<file path="src/rtl/pmc_pkg.sv">
package pmc_pkg;

    typedef enum logic [1:0] {
        ST_THR_PRIV = 2'd0,
        ST_THR_USER = 2'd1,
        ST_HANDLER  = 2'd2
    } pm_state_e;

    typedef enum logic [2:0] {
        EV_IDLE       = 3'd0,
        EV_ENTER      = 3'd1,
        EV_ENTER_FULL = 3'd2,
        EV_RETURN     = 3'd3,
        EV_RETURN_BAD = 3'd4,
        EV_CTL_LIVE   = 3'd5,
        EV_CTL_SAVED  = 3'd6,
        EV_CTL_DENIED = 3'd7
    } pm_event_e;

    typedef struct packed {
        logic handler;
        logic user;
        logic spsel;
    } ctx_t;

endpackage

</file>
<file path="src/rtl/pmc_ctx_stack.sv">
module pmc_ctx_stack
    import pmc_pkg::*;
#(
    parameter int DEPTH = 4
) (
    input  logic clk,
    input  logic rst_n,
    input  logic push,
    input  logic pop,
    input  logic wr_top,
    input  ctx_t push_ctx,
    input  logic top_user,
    input  logic top_spsel,
    output ctx_t top_ctx,
    output logic full,
    output logic empty
);
    localparam int CW = $clog2(DEPTH + 1);
    localparam int IW = (DEPTH > 1) ? $clog2(DEPTH) : 1;

    ctx_t           slot [DEPTH];
    logic [CW-1:0]  cnt;
    logic [IW-1:0]  top_idx;

    assign full    = (cnt == CW'(DEPTH));
    assign empty   = (cnt == '0);
    assign top_idx = IW'(cnt - 1'b1);
    assign top_ctx = empty ? '0 : slot[top_idx];

    always_ff @(posedge clk or negedge rst_n) begin
        if (!rst_n) begin
            cnt <= '0;
        end else if (push && !full) begin
            cnt <= cnt + 1'b1;
        end else if (pop && !empty) begin
            cnt <= cnt - 1'b1;
        end
    end

    for (genvar i = 0; i < DEPTH; i++) begin : g_slot
        always_ff @(posedge clk or negedge rst_n) begin
            if (!rst_n) begin
                slot[i] <= '0;
            end else if (push && !full && cnt == CW'(i)) begin
                slot[i] <= push_ctx;
            end else if (wr_top && !empty && top_idx == IW'(i)) begin
                slot[i].user  <= top_user;
                slot[i].spsel <= top_spsel;
            end
        end
    end

endmodule

</file>
<file path="src/rtl/pmc_sp_bank.sv">
module pmc_sp_bank #(
    parameter int SP_W = 32
) (
    input  logic            clk,
    input  logic            rst_n,
    input  logic            sel_psp,
    input  logic            we,
    input  logic [SP_W-1:0] wdata,
    output logic [SP_W-1:0] rdata
);
    localparam logic [SP_W-1:0] ALIGN_MASK = ~(SP_W'(3));

    logic [SP_W-1:0] bank [2];
    logic [SP_W-1:0] aligned;

    assign aligned = wdata & ALIGN_MASK;
    assign rdata   = bank[sel_psp];

    for (genvar b = 0; b < 2; b++) begin : g_bank
        always_ff @(posedge clk or negedge rst_n) begin
            if (!rst_n) begin
                bank[b] <= '0;
            end else if (we && (sel_psp == 1'(b))) begin
                bank[b] <= aligned;
            end
        end
    end

endmodule

</file>
<file path="src/rtl/pmc_mode_fsm.sv">
module pmc_mode_fsm
    import pmc_pkg::*;
(
    input  logic clk,
    input  logic rst_n,
    input  logic exc_entry,
    input  logic exc_return,
    input  logic ctl_we,
    input  logic ctl_user,
    input  logic ctl_psp_sel,
    input  logic stk_full,
    input  logic stk_empty,
    input  ctx_t top_ctx,
    output logic push,
    output logic pop,
    output logic wr_top,
    output ctx_t push_ctx,
    output logic mode_handler,
    output logic priv_level,
    output logic sp_sel_psp,
    output logic overflow_flag,
    output logic ret_err
);
    pm_state_e state_q, state_d;
    pm_event_e ev;
    logic      spsel_q, spsel_d;
    logic      ovf_q, err_q;

    // Classify the cycle's request; entry outranks return and writes.
    always_comb begin
        ev = EV_IDLE;
        if (exc_entry) begin
            ev = stk_full ? EV_ENTER_FULL : EV_ENTER;
        end else if (exc_return) begin
            ev = (state_q != ST_HANDLER || stk_empty) ? EV_RETURN_BAD : EV_RETURN;
        end else if (ctl_we) begin
            unique case (state_q)
                ST_THR_PRIV: ev = EV_CTL_LIVE;
                ST_THR_USER: ev = EV_CTL_DENIED;
                ST_HANDLER:  ev = EV_CTL_SAVED;
                default:     ev = EV_IDLE;
            endcase
        end
    end

    // Next-state logic.
    always_comb begin
        state_d = state_q;
        spsel_d = spsel_q;
        unique case (state_q)
            ST_THR_PRIV: begin
                if (ev == EV_ENTER) begin
                    state_d = ST_HANDLER;
                end else if (ev == EV_CTL_LIVE) begin
                    state_d = ctl_user ? ST_THR_USER : ST_THR_PRIV;
                    spsel_d = ctl_psp_sel;
                end
            end
            ST_THR_USER: begin
                if (ev == EV_ENTER) begin
                    state_d = ST_HANDLER;
                end
            end
            ST_HANDLER: begin
                if (ev == EV_RETURN) begin
                    if (top_ctx.handler) begin
                        state_d = ST_HANDLER;
                    end else begin
                        state_d = top_ctx.user ? ST_THR_USER : ST_THR_PRIV;
                    end
                    spsel_d = top_ctx.spsel;
                end
            end
            default: state_d = ST_THR_PRIV;
        endcase
    end

    // State register.
    always_ff @(posedge clk or negedge rst_n) begin
        if (!rst_n) begin
            state_q <= ST_THR_PRIV;
            spsel_q <= 1'b0;
            ovf_q   <= 1'b0;
            err_q   <= 1'b0;
        end else begin
            state_q <= state_d;
            spsel_q <= spsel_d;
            ovf_q   <= (ev == EV_ENTER_FULL);
            err_q   <= (ev == EV_RETURN_BAD);
        end
    end

    // Outputs.
    always_comb begin
        push           = (ev == EV_ENTER);
        pop            = (ev == EV_RETURN);
        wr_top         = (ev == EV_CTL_SAVED);
        push_ctx       = '{handler: (state_q == ST_HANDLER),
                           user:    (state_q == ST_THR_USER),
                           spsel:   spsel_q};
        mode_handler   = 1'b0;
        priv_level     = 1'b1;
        sp_sel_psp     = 1'b0;
        unique case (state_q)
            ST_THR_PRIV: sp_sel_psp = spsel_q;
            ST_THR_USER: begin
                priv_level = 1'b0;
                sp_sel_psp = spsel_q;
            end
            ST_HANDLER:  mode_handler = 1'b1;
            default:     mode_handler = 1'b0;
        endcase
        overflow_flag  = ovf_q;
        ret_err        = err_q;
    end

endmodule

</file>
<file path="src/rtl/mode_priv_ctrl.sv">
module mode_priv_ctrl
    import pmc_pkg::*;
#(
    parameter int SP_W  = 32,
    parameter int DEPTH = 4
) (
    input  logic            clk,
    input  logic            rst_n,
    input  logic            exc_entry,
    input  logic            exc_return,
    input  logic            ctl_we,
    input  logic            ctl_user,
    input  logic            ctl_psp_sel,
    input  logic            sp_we,
    input  logic [SP_W-1:0] sp_wdata,
    output logic [SP_W-1:0] sp_rdata,
    output logic            mode_handler,
    output logic            priv_level,
    output logic            sp_sel_psp,
    output logic            overflow_flag,
    output logic            ret_err
);
    logic push, pop, wr_top, stk_full, stk_empty;
    ctx_t push_ctx, top_ctx;

    pmc_mode_fsm u_fsm (
        .clk           (clk),
        .rst_n         (rst_n),
        .exc_entry     (exc_entry),
        .exc_return    (exc_return),
        .ctl_we        (ctl_we),
        .ctl_user      (ctl_user),
        .ctl_psp_sel   (ctl_psp_sel),
        .stk_full      (stk_full),
        .stk_empty     (stk_empty),
        .top_ctx       (top_ctx),
        .push          (push),
        .pop           (pop),
        .wr_top        (wr_top),
        .push_ctx      (push_ctx),
        .mode_handler  (mode_handler),
        .priv_level    (priv_level),
        .sp_sel_psp    (sp_sel_psp),
        .overflow_flag (overflow_flag),
        .ret_err       (ret_err)
    );

    pmc_ctx_stack #(.DEPTH(DEPTH)) u_stack (
        .clk       (clk),
        .rst_n     (rst_n),
        .push      (push),
        .pop       (pop),
        .wr_top    (wr_top),
        .push_ctx  (push_ctx),
        .top_user  (ctl_user),
        .top_spsel (ctl_psp_sel),
        .top_ctx   (top_ctx),
        .full      (stk_full),
        .empty     (stk_empty)
    );

    pmc_sp_bank #(.SP_W(SP_W)) u_sp (
        .clk     (clk),
        .rst_n   (rst_n),
        .sel_psp (sp_sel_psp),
        .we      (sp_we),
        .wdata   (sp_wdata),
        .rdata   (sp_rdata)
    );

endmodule

</file>
<file path="config.mk">
export PLATFORM = sky130hd
export DESIGN_NAME = mode_priv_ctrl
export DESIGN_NICKNAME = d
export VERILOG_FILES = /design/src/rtl/pmc_pkg.sv /design/src/rtl/pmc_ctx_stack.sv /design/src/rtl/pmc_sp_bank.sv /design/src/rtl/pmc_mode_fsm.sv /design/src/rtl/mode_priv_ctrl.sv
export SDC_FILE = /design/constraint.sdc
export NUM_CORES = 1
export LEC_CHECK = 0
export ABC_AREA = 1
export BUFFER_PORTS_ARGS = -buffer_cell sky130_fd_sc_hd__buf_2
export CORE_MARGIN = 2
export CORE_UTILIZATION = 50
export CTS_CLUSTER_SIZE = 25
export DETAILED_ROUTE_END_ITERATION = 8
export HOLD_SLACK_MARGIN = 0.12
export PLACE_DENSITY = 0.79
export REMOVE_ABC_BUFFERS = 1
export SLEW_MARGIN = 20
export SYNTH_ARGS = -nofsm -noshare
export SYNTH_HDL_FRONTEND = slang
export SYNTH_SLANG_ARGS = --single-unit
</file>
<file path="constraint.sdc">
create_clock -name clk -period 2.21 [get_ports clk]
set_clock_uncertainty 0.05 [all_clocks]
set_input_delay 0.442 -clock clk [delete_from_list [all_inputs] [get_ports clk]]
set_output_delay 0.442 -clock clk [all_outputs]
set_load 0.01 [all_outputs]
</file>
# Word level (Yosys, flattened, before mapping)

Index checks and enable logic that the tools add are counted.

Bitwise gates (word level): 3
Mux-type cells: 38
Reduce and logical (&&, ||, !) cells: 28
Eq/ne operators: 21
Add/sub/neg operators: 2
$lt $le $gt $ge: 2

Operators by type and width:

| operator                                                 | number |
|---|---|
| two-way mux 32 bit                                       | 3 |
| two-way mux 2 bit                                        | 14 |
| two-way mux 3 bit                                        | 9 |
| logical AND 1 bit                                        | 13 |
| == test 3 x 2 -> 1 bit, second input constant            | 4 |
| == test 3 bit, second input constant                     | 4 |
| nonzero test 2 bit                                       | 6 |
| one-hot mux 3 bit (3 select lines)                       | 1 |
| two-way mux 1 bit                                        | 8 |
| binary-select mux 3 bit (select 2 bit)                   | 1 |
| == test 2 bit, second input constant                     | 3 |
| == test 3 x 1 -> 1 bit, second input constant            | 2 |
| inequality test 2 x 1 -> 1 bit, second input constant    | 3 |
| one-hot mux 2 bit (3 select lines)                       | 1 |
| == test 2 x 1 -> 1 bit, second input constant            | 2 |
| logical NOT 2 bit                                        | 2 |
| inequality test 2 bit, second input constant             | 2 |
| AND reduction 4 bit                                      | 1 |
| adder 3 x 1 -> 3 bit, second input constant              | 1 |
| greater-or-equal comparator 3 bit, second input constant | 1 |
| logical NOT 3 bit                                        | 1 |
| inequality test 3 x 1 -> 1 bit, second input constant    | 1 |
| inverter 2 -> 3 bit                                      | 1 |
| AND reduction 3 bit                                      | 1 |
| other kinds (8)                                          | 9 |

Logic and storage cells: 113
Output and inout port bits: 37
Register bits: 80
Input port bits: 40

# Depth between registers and ports, before layout

Word-level depth: 10
Mapped depth: 14
Mapped depth without buffers: 14

# Hierarchy

Synthesis repeated with hierarchy kept, for this count alone.

Cell total of the unflattened synthesis: 589
Area, all modules: 4395.5 um^2

Modules (own cells, without submodules):

| module        | cells an instance | area each (um^2) | sequential area each (um^2) | times used |
|---|---|---|---|---|
| pmc_sp_bank   | 362               | 2810.2           | 1501.4                      | 1 |
| pmc_ctx_stack | 149               | 1086.0           | 375.4                       | 1 |
| pmc_mode_fsm  | 78                | 499.2            | 125.1                       | 1 |

# Least setup slack after synthesis

OpenSTA, ideal clock, no wires.

Kind: register -> register
Start point: register u_stack.cnt[0]
End point: register u_stack.slot[10] (netlist name)
Buffers on the path: 1
Data required time: 2.043 ns
Setup slack: 0.089 ns
Library setup time: 0.117 ns
Arrival: 1.954 ns
Cell stages (with the launch flop): 15
Path through: dfrtp_1 > buf_2 > inv_1 > ha_1 > nand2_4 > nand3_4 > nand2_2 > nand2_2 > nand2_2 > nor2_8 > nand3_4 > nand2_1 > nand2_1 > nand2_1 > nand2_1

Cells in the longest elaborated chain, start to end: 9
Elaborated cells between the ends (all ways): 19

RTL lines:

| item                                                     | line                                     | source |
|---|---|---|
| start: declaration                                       | pmc_ctx_stack.sv:22                      | `logic [CW-1:0] cnt;` |
| start signal: assignment                                 | pmc_ctx_stack.sv:34                      | `cnt <= cnt + 1'b1;` |
| start signal: assignment                                 | pmc_ctx_stack.sv:36                      | `cnt <= cnt - 1'b1;` |
| logical NOT 3 bit                                        | pmc_ctx_stack.sv:26, pmc_ctx_stack.sv:44 |  |
| logical OR 1 bit                                         | pmc_mode_fsm.sv:35                       | `ev = (state_q != ST_HANDLER \|\| stk_empty) ? EV_RETURN_BAD : EV_RETURN;` |
| two-way mux 3 bit                                        | pmc_mode_fsm.sv:35                       |  |
| two-way mux 3 bit                                        | pmc_mode_fsm.sv:34                       | `end else if (exc_return) begin` |
| two-way mux 3 bit                                        | pmc_mode_fsm.sv:32                       | `if (exc_entry) begin` |
| == test 3 x 1 -> 1 bit or == test 3 bit (tied branches)  | pmc_mode_fsm.sv:95, pmc_mode_fsm.sv:97   |  |
| logical AND 1 bit, on equally long branches (2 in a row) | pmc_ctx_stack.sv:44, pmc_ctx_stack.sv:46 |  |
| two-way mux 2 bit or nonzero test 2 bit (tied branches)  | -                                        |  |
| end signal: indexed assignment                           | pmc_ctx_stack.sv:45                      | `slot[i] <= push_ctx;` |
| end: declaration                                         | pmc_ctx_stack.sv:21                      | `ctx_t slot [DEPTH];` |

Parallel ways exist; a longest one is shown, timed or not.
A chain may end at the register's enable or synchronous reset.

# Worst setup path after layout

Start point: register u_fsm.spsel_q
End point: output sp_rdata[9]

Cells in the longest elaborated chain, start to end: 5

RTL lines:

| item                                                  | line                 | source |
|---|---|---|
| start: declaration                                    | pmc_mode_fsm.sv:26   | `logic spsel_q, spsel_d;` |
| start signal: assignment                              | pmc_mode_fsm.sv:87   | `spsel_q <= spsel_d;` |
| two-way mux 1 bit                                     | pmc_mode_fsm.sv:104  | `unique case (state_q)` |
| inverter 1 -> 2 bit (not written as such)             | pmc_sp_bank.sv:17    | `assign rdata = bank[sel_psp];` |
| two-way mux 32 bit (not written as such) (3 in a row) | pmc_sp_bank.sv:17    |  |
| end: declaration                                      | mode_priv_ctrl.sv:16 | `output logic [SP_W-1:0] sp_rdata,` |

No other way between the ends. The select of a mux whose other input is x is not followed.

==> results.md <==
* Most frequent cells in the layout: 225 x nand2_1, 80 x dfrtp_1, 71 x buf_2, 64 x o21ai_0, 50 x inv_1
* Port bufs at 72
* RSZ-0062 raised after global routing: false
* Area of the multi-input gates at 1910 um^2
* F_max at 482 MHz
* Die area at 9100 um^2
* Area after DPL at 4710 um^2
* Hold WC Path Type: primary input to register
* Clk buf depth at 2
* Startpoint Class: register
* WHS Path Cells at 3
* Status: completed
* Die height at 95.4 um
* Routed wire length at 8940 um
* Setup CP Type: register to output pin
* Slew Limit Fails at 0
* Num CTS Buffers at 9
* Worst-margin pin slew at 541 ps
* Initial antenna violation count at 0
* Antenna cell count at 0
* Initial DRC count at 164
* Slew headroom at 64.0%
* Static leakage at 0.00272 uW
* Sinks on the clock net at 80
* Postcts setup bufs at 0
* Chip width at 95.4 um
* First-pass GRT wire length at 14800 um
* Starting density of the core at around 51%
* Register area share after synthesis at 47.9%
* MaxCap Viol Count at 0
* Yosys reg bits at 80
* R2R cell count at 13
* Synth warn at 0
* Critical Path RT at 1720 ps
* Gate Count Post-Synth at 539
* Routed Antenna Nets at 0
* DP HPWL at 6130 um
* Clk slew on worst S/H paths at around 90 ps
* GR Overflow Total at 0
* Most common cell after layout, fill and taps aside: nand2_1
* Crit path DAT at 1580 ps
* Fin crit share at 93.9%
* Placeable Area at 8180 um^2
* Avg Cell Area, Syn at 7.75 um^2
* # setup viols final at 0
* GRT Resource Usage Total at 20.8%
* Pwr dens at 1380 nW/um^2
* Fillers at 724
* Final net count at 663
* Total number of vias at 3603
* Share of post-route cells with drive strength above 1 at 20.7%
* Per-cell routed wire length at ~12 um
* Final Instance Area at 4920 um^2
* Hold Vio Cnt, Final at 0
* Area Overhead vs Synth at 17.9%
* Post-route DRC at 0
* CTS Root Cell: clkbuf_8
* Max VDD drop at 0.000671 V
* Clk Latency, worst-skew pair at 350 ps
* Placer Congestion at 0.901
* FF/Latch Area at 2000 um^2
* Htree depth at 3
* Crit Path Max Fanout at 31
* Initial DRT Pass Iterations at 4
* Mapped Area at 4180 um^2
* CTS tree: built
* Min cycle time layout at 2070 ps
* Via density at around 5
* Fin Setup TNS at 0 ps
* Vias in the first global route at 3272
* Largest net degree at the start of global routing at 61
* Row cnt at 33
* Synth cell types at 28
* # IOs at 77
* Critical Path End Type: output pin
sequential cells by signal, summed over array words and instances (netlist names):
| signal | count |
|---|---|
| u_fsm.spsel_q | 1 |
| u_stack.cnt | 3 |
| u_fsm.state_q | 2 |
| u_fsm.overflow_flag | 1 |
| u_sp.bank | 60 |
| u_fsm.ret_err | 1 |
| u_stack.slot | 12 |
stage by stage:
stage                     setup slack, ps  hold slack, ps  cells  util, %  power [uW]
final                                 135             299    722     60.2        6820
after global routing                 30.0             287    722     60.2        7470
after floorplan                     -1430            96.4    519        -        4600
after CTS                            76.0             282    722     60.0        6830
after global placement                170             337    705     57.6        5660
after detailed placement              107             342    705     57.6        5780
report_power, final:
group          total [uW]  switching, uW  internal [uW]
clock network        1020            563            454
logic                3310           2050           1260
registers            2490            375           2120
total                6820           2990           3830
worst max-delay path, cell delays in order (launching register included):
cell and delay [ps]:
dfrtp_1 440, inv_1 100, nor2_2 160, inv_1 90, buf_12 180, nand2_1 70, nand2_1 60, buf_2 140
synthesized netlist by cell type:
library cell | number | area, um^2
buf_2 | 4 | 20.0
o21ai_4 | 1 | 16.3
nand3_1 | 29 | 145
o21ai_0 | 64 | 320
conb_1 | 1 | 3.75
nand2_1 | 227 | 852
nor3_1 | 1 | 5.00
nand4_1 | 3 | 18.8
inv_2 | 4 | 15.0
nor2_4 | 2 | 22.5
nor2_8 | 1 | 20.0
nor2_1 | 12 | 45.0
xnor2_1 | 1 | 8.76
buf_4 | 2 | 15.0
clkbuf_1 | 15 | 56.3
nand2_4 | 2 | 22.5
nand3_4 | 7 | 123
nand3_2 | 1 | 10.0
ha_1 | 11 | 138
o21bai_1 | 1 | 7.51
o21ai_1 | 9 | 45.0
nor2_2 | 1 | 6.26
a21oi_1 | 2 | 10.0
o22ai_1 | 1 | 6.26
xor2_2 | 1 | 16.3
nand2_2 | 6 | 37.5
inv_1 | 50 | 188
dfrtp_1 | 80 | 2000
final timing paths:
kind                           startpoint               to  slack, ps
hold reg to reg             u_sp.bank[37]    u_sp.bank[37]        440
max in group asynchronous           rst_n    u_fsm.spsel_q       1030
setup / recovery            u_fsm.spsel_q      sp_rdata[9]        140
min in group asynchronous           rst_n    u_sp.bank[60]        500
hold / removal               sp_wdata[20]    u_sp.bank[52]        300
setup reg to reg           u_stack.cnt[1]  u_stack.slot[6]        190
kinds of logic after synthesis:
logic type / count (synthesis) / share of synthesized area (%)
and+or+nand+nor: 292 / 31.3
DFF: 80 / 47.9
AOI/OAI and AO/OA: 78 / 9.71
buffers and inverters: 75 / 7.04
adders and majority gates: 11 / 3.30
xor gates and xnor gates: 2 / 0.599
other: 1 / 0.0898
layout make-up:
type | instances | area share, %
Clock buffer | 10 | 2.80
Clock inverter | 6 | 1.07
Inverter | 54 | 4.12
Multi-Input combinational cell | 385 | 38.7
Sequential cell | 80 | 40.7
Tap cell | 105 | 2.67
Timing Repair Buffer | 82 | 9.96
routing by layer:
layer / vias up / track usage (%) / wire length (um)
met5: - / 0 / 0
met4: 0 / 5.83 / 70
met3: 8 / 4.43 / 483
met2: 81 / 35.0 / 4330
met1: 1683 / 27.2 / 4060
li1: 1831 / - / -
repair_timing:
action | in CTS | in global routing
setup endpoints to repair | 0 | 12
endpoints found under the hold margin | 28 | 0
hold buffers | 1 | 0
gates resized for setup | 0 | 3
Power figures use the tool's default switching activity.
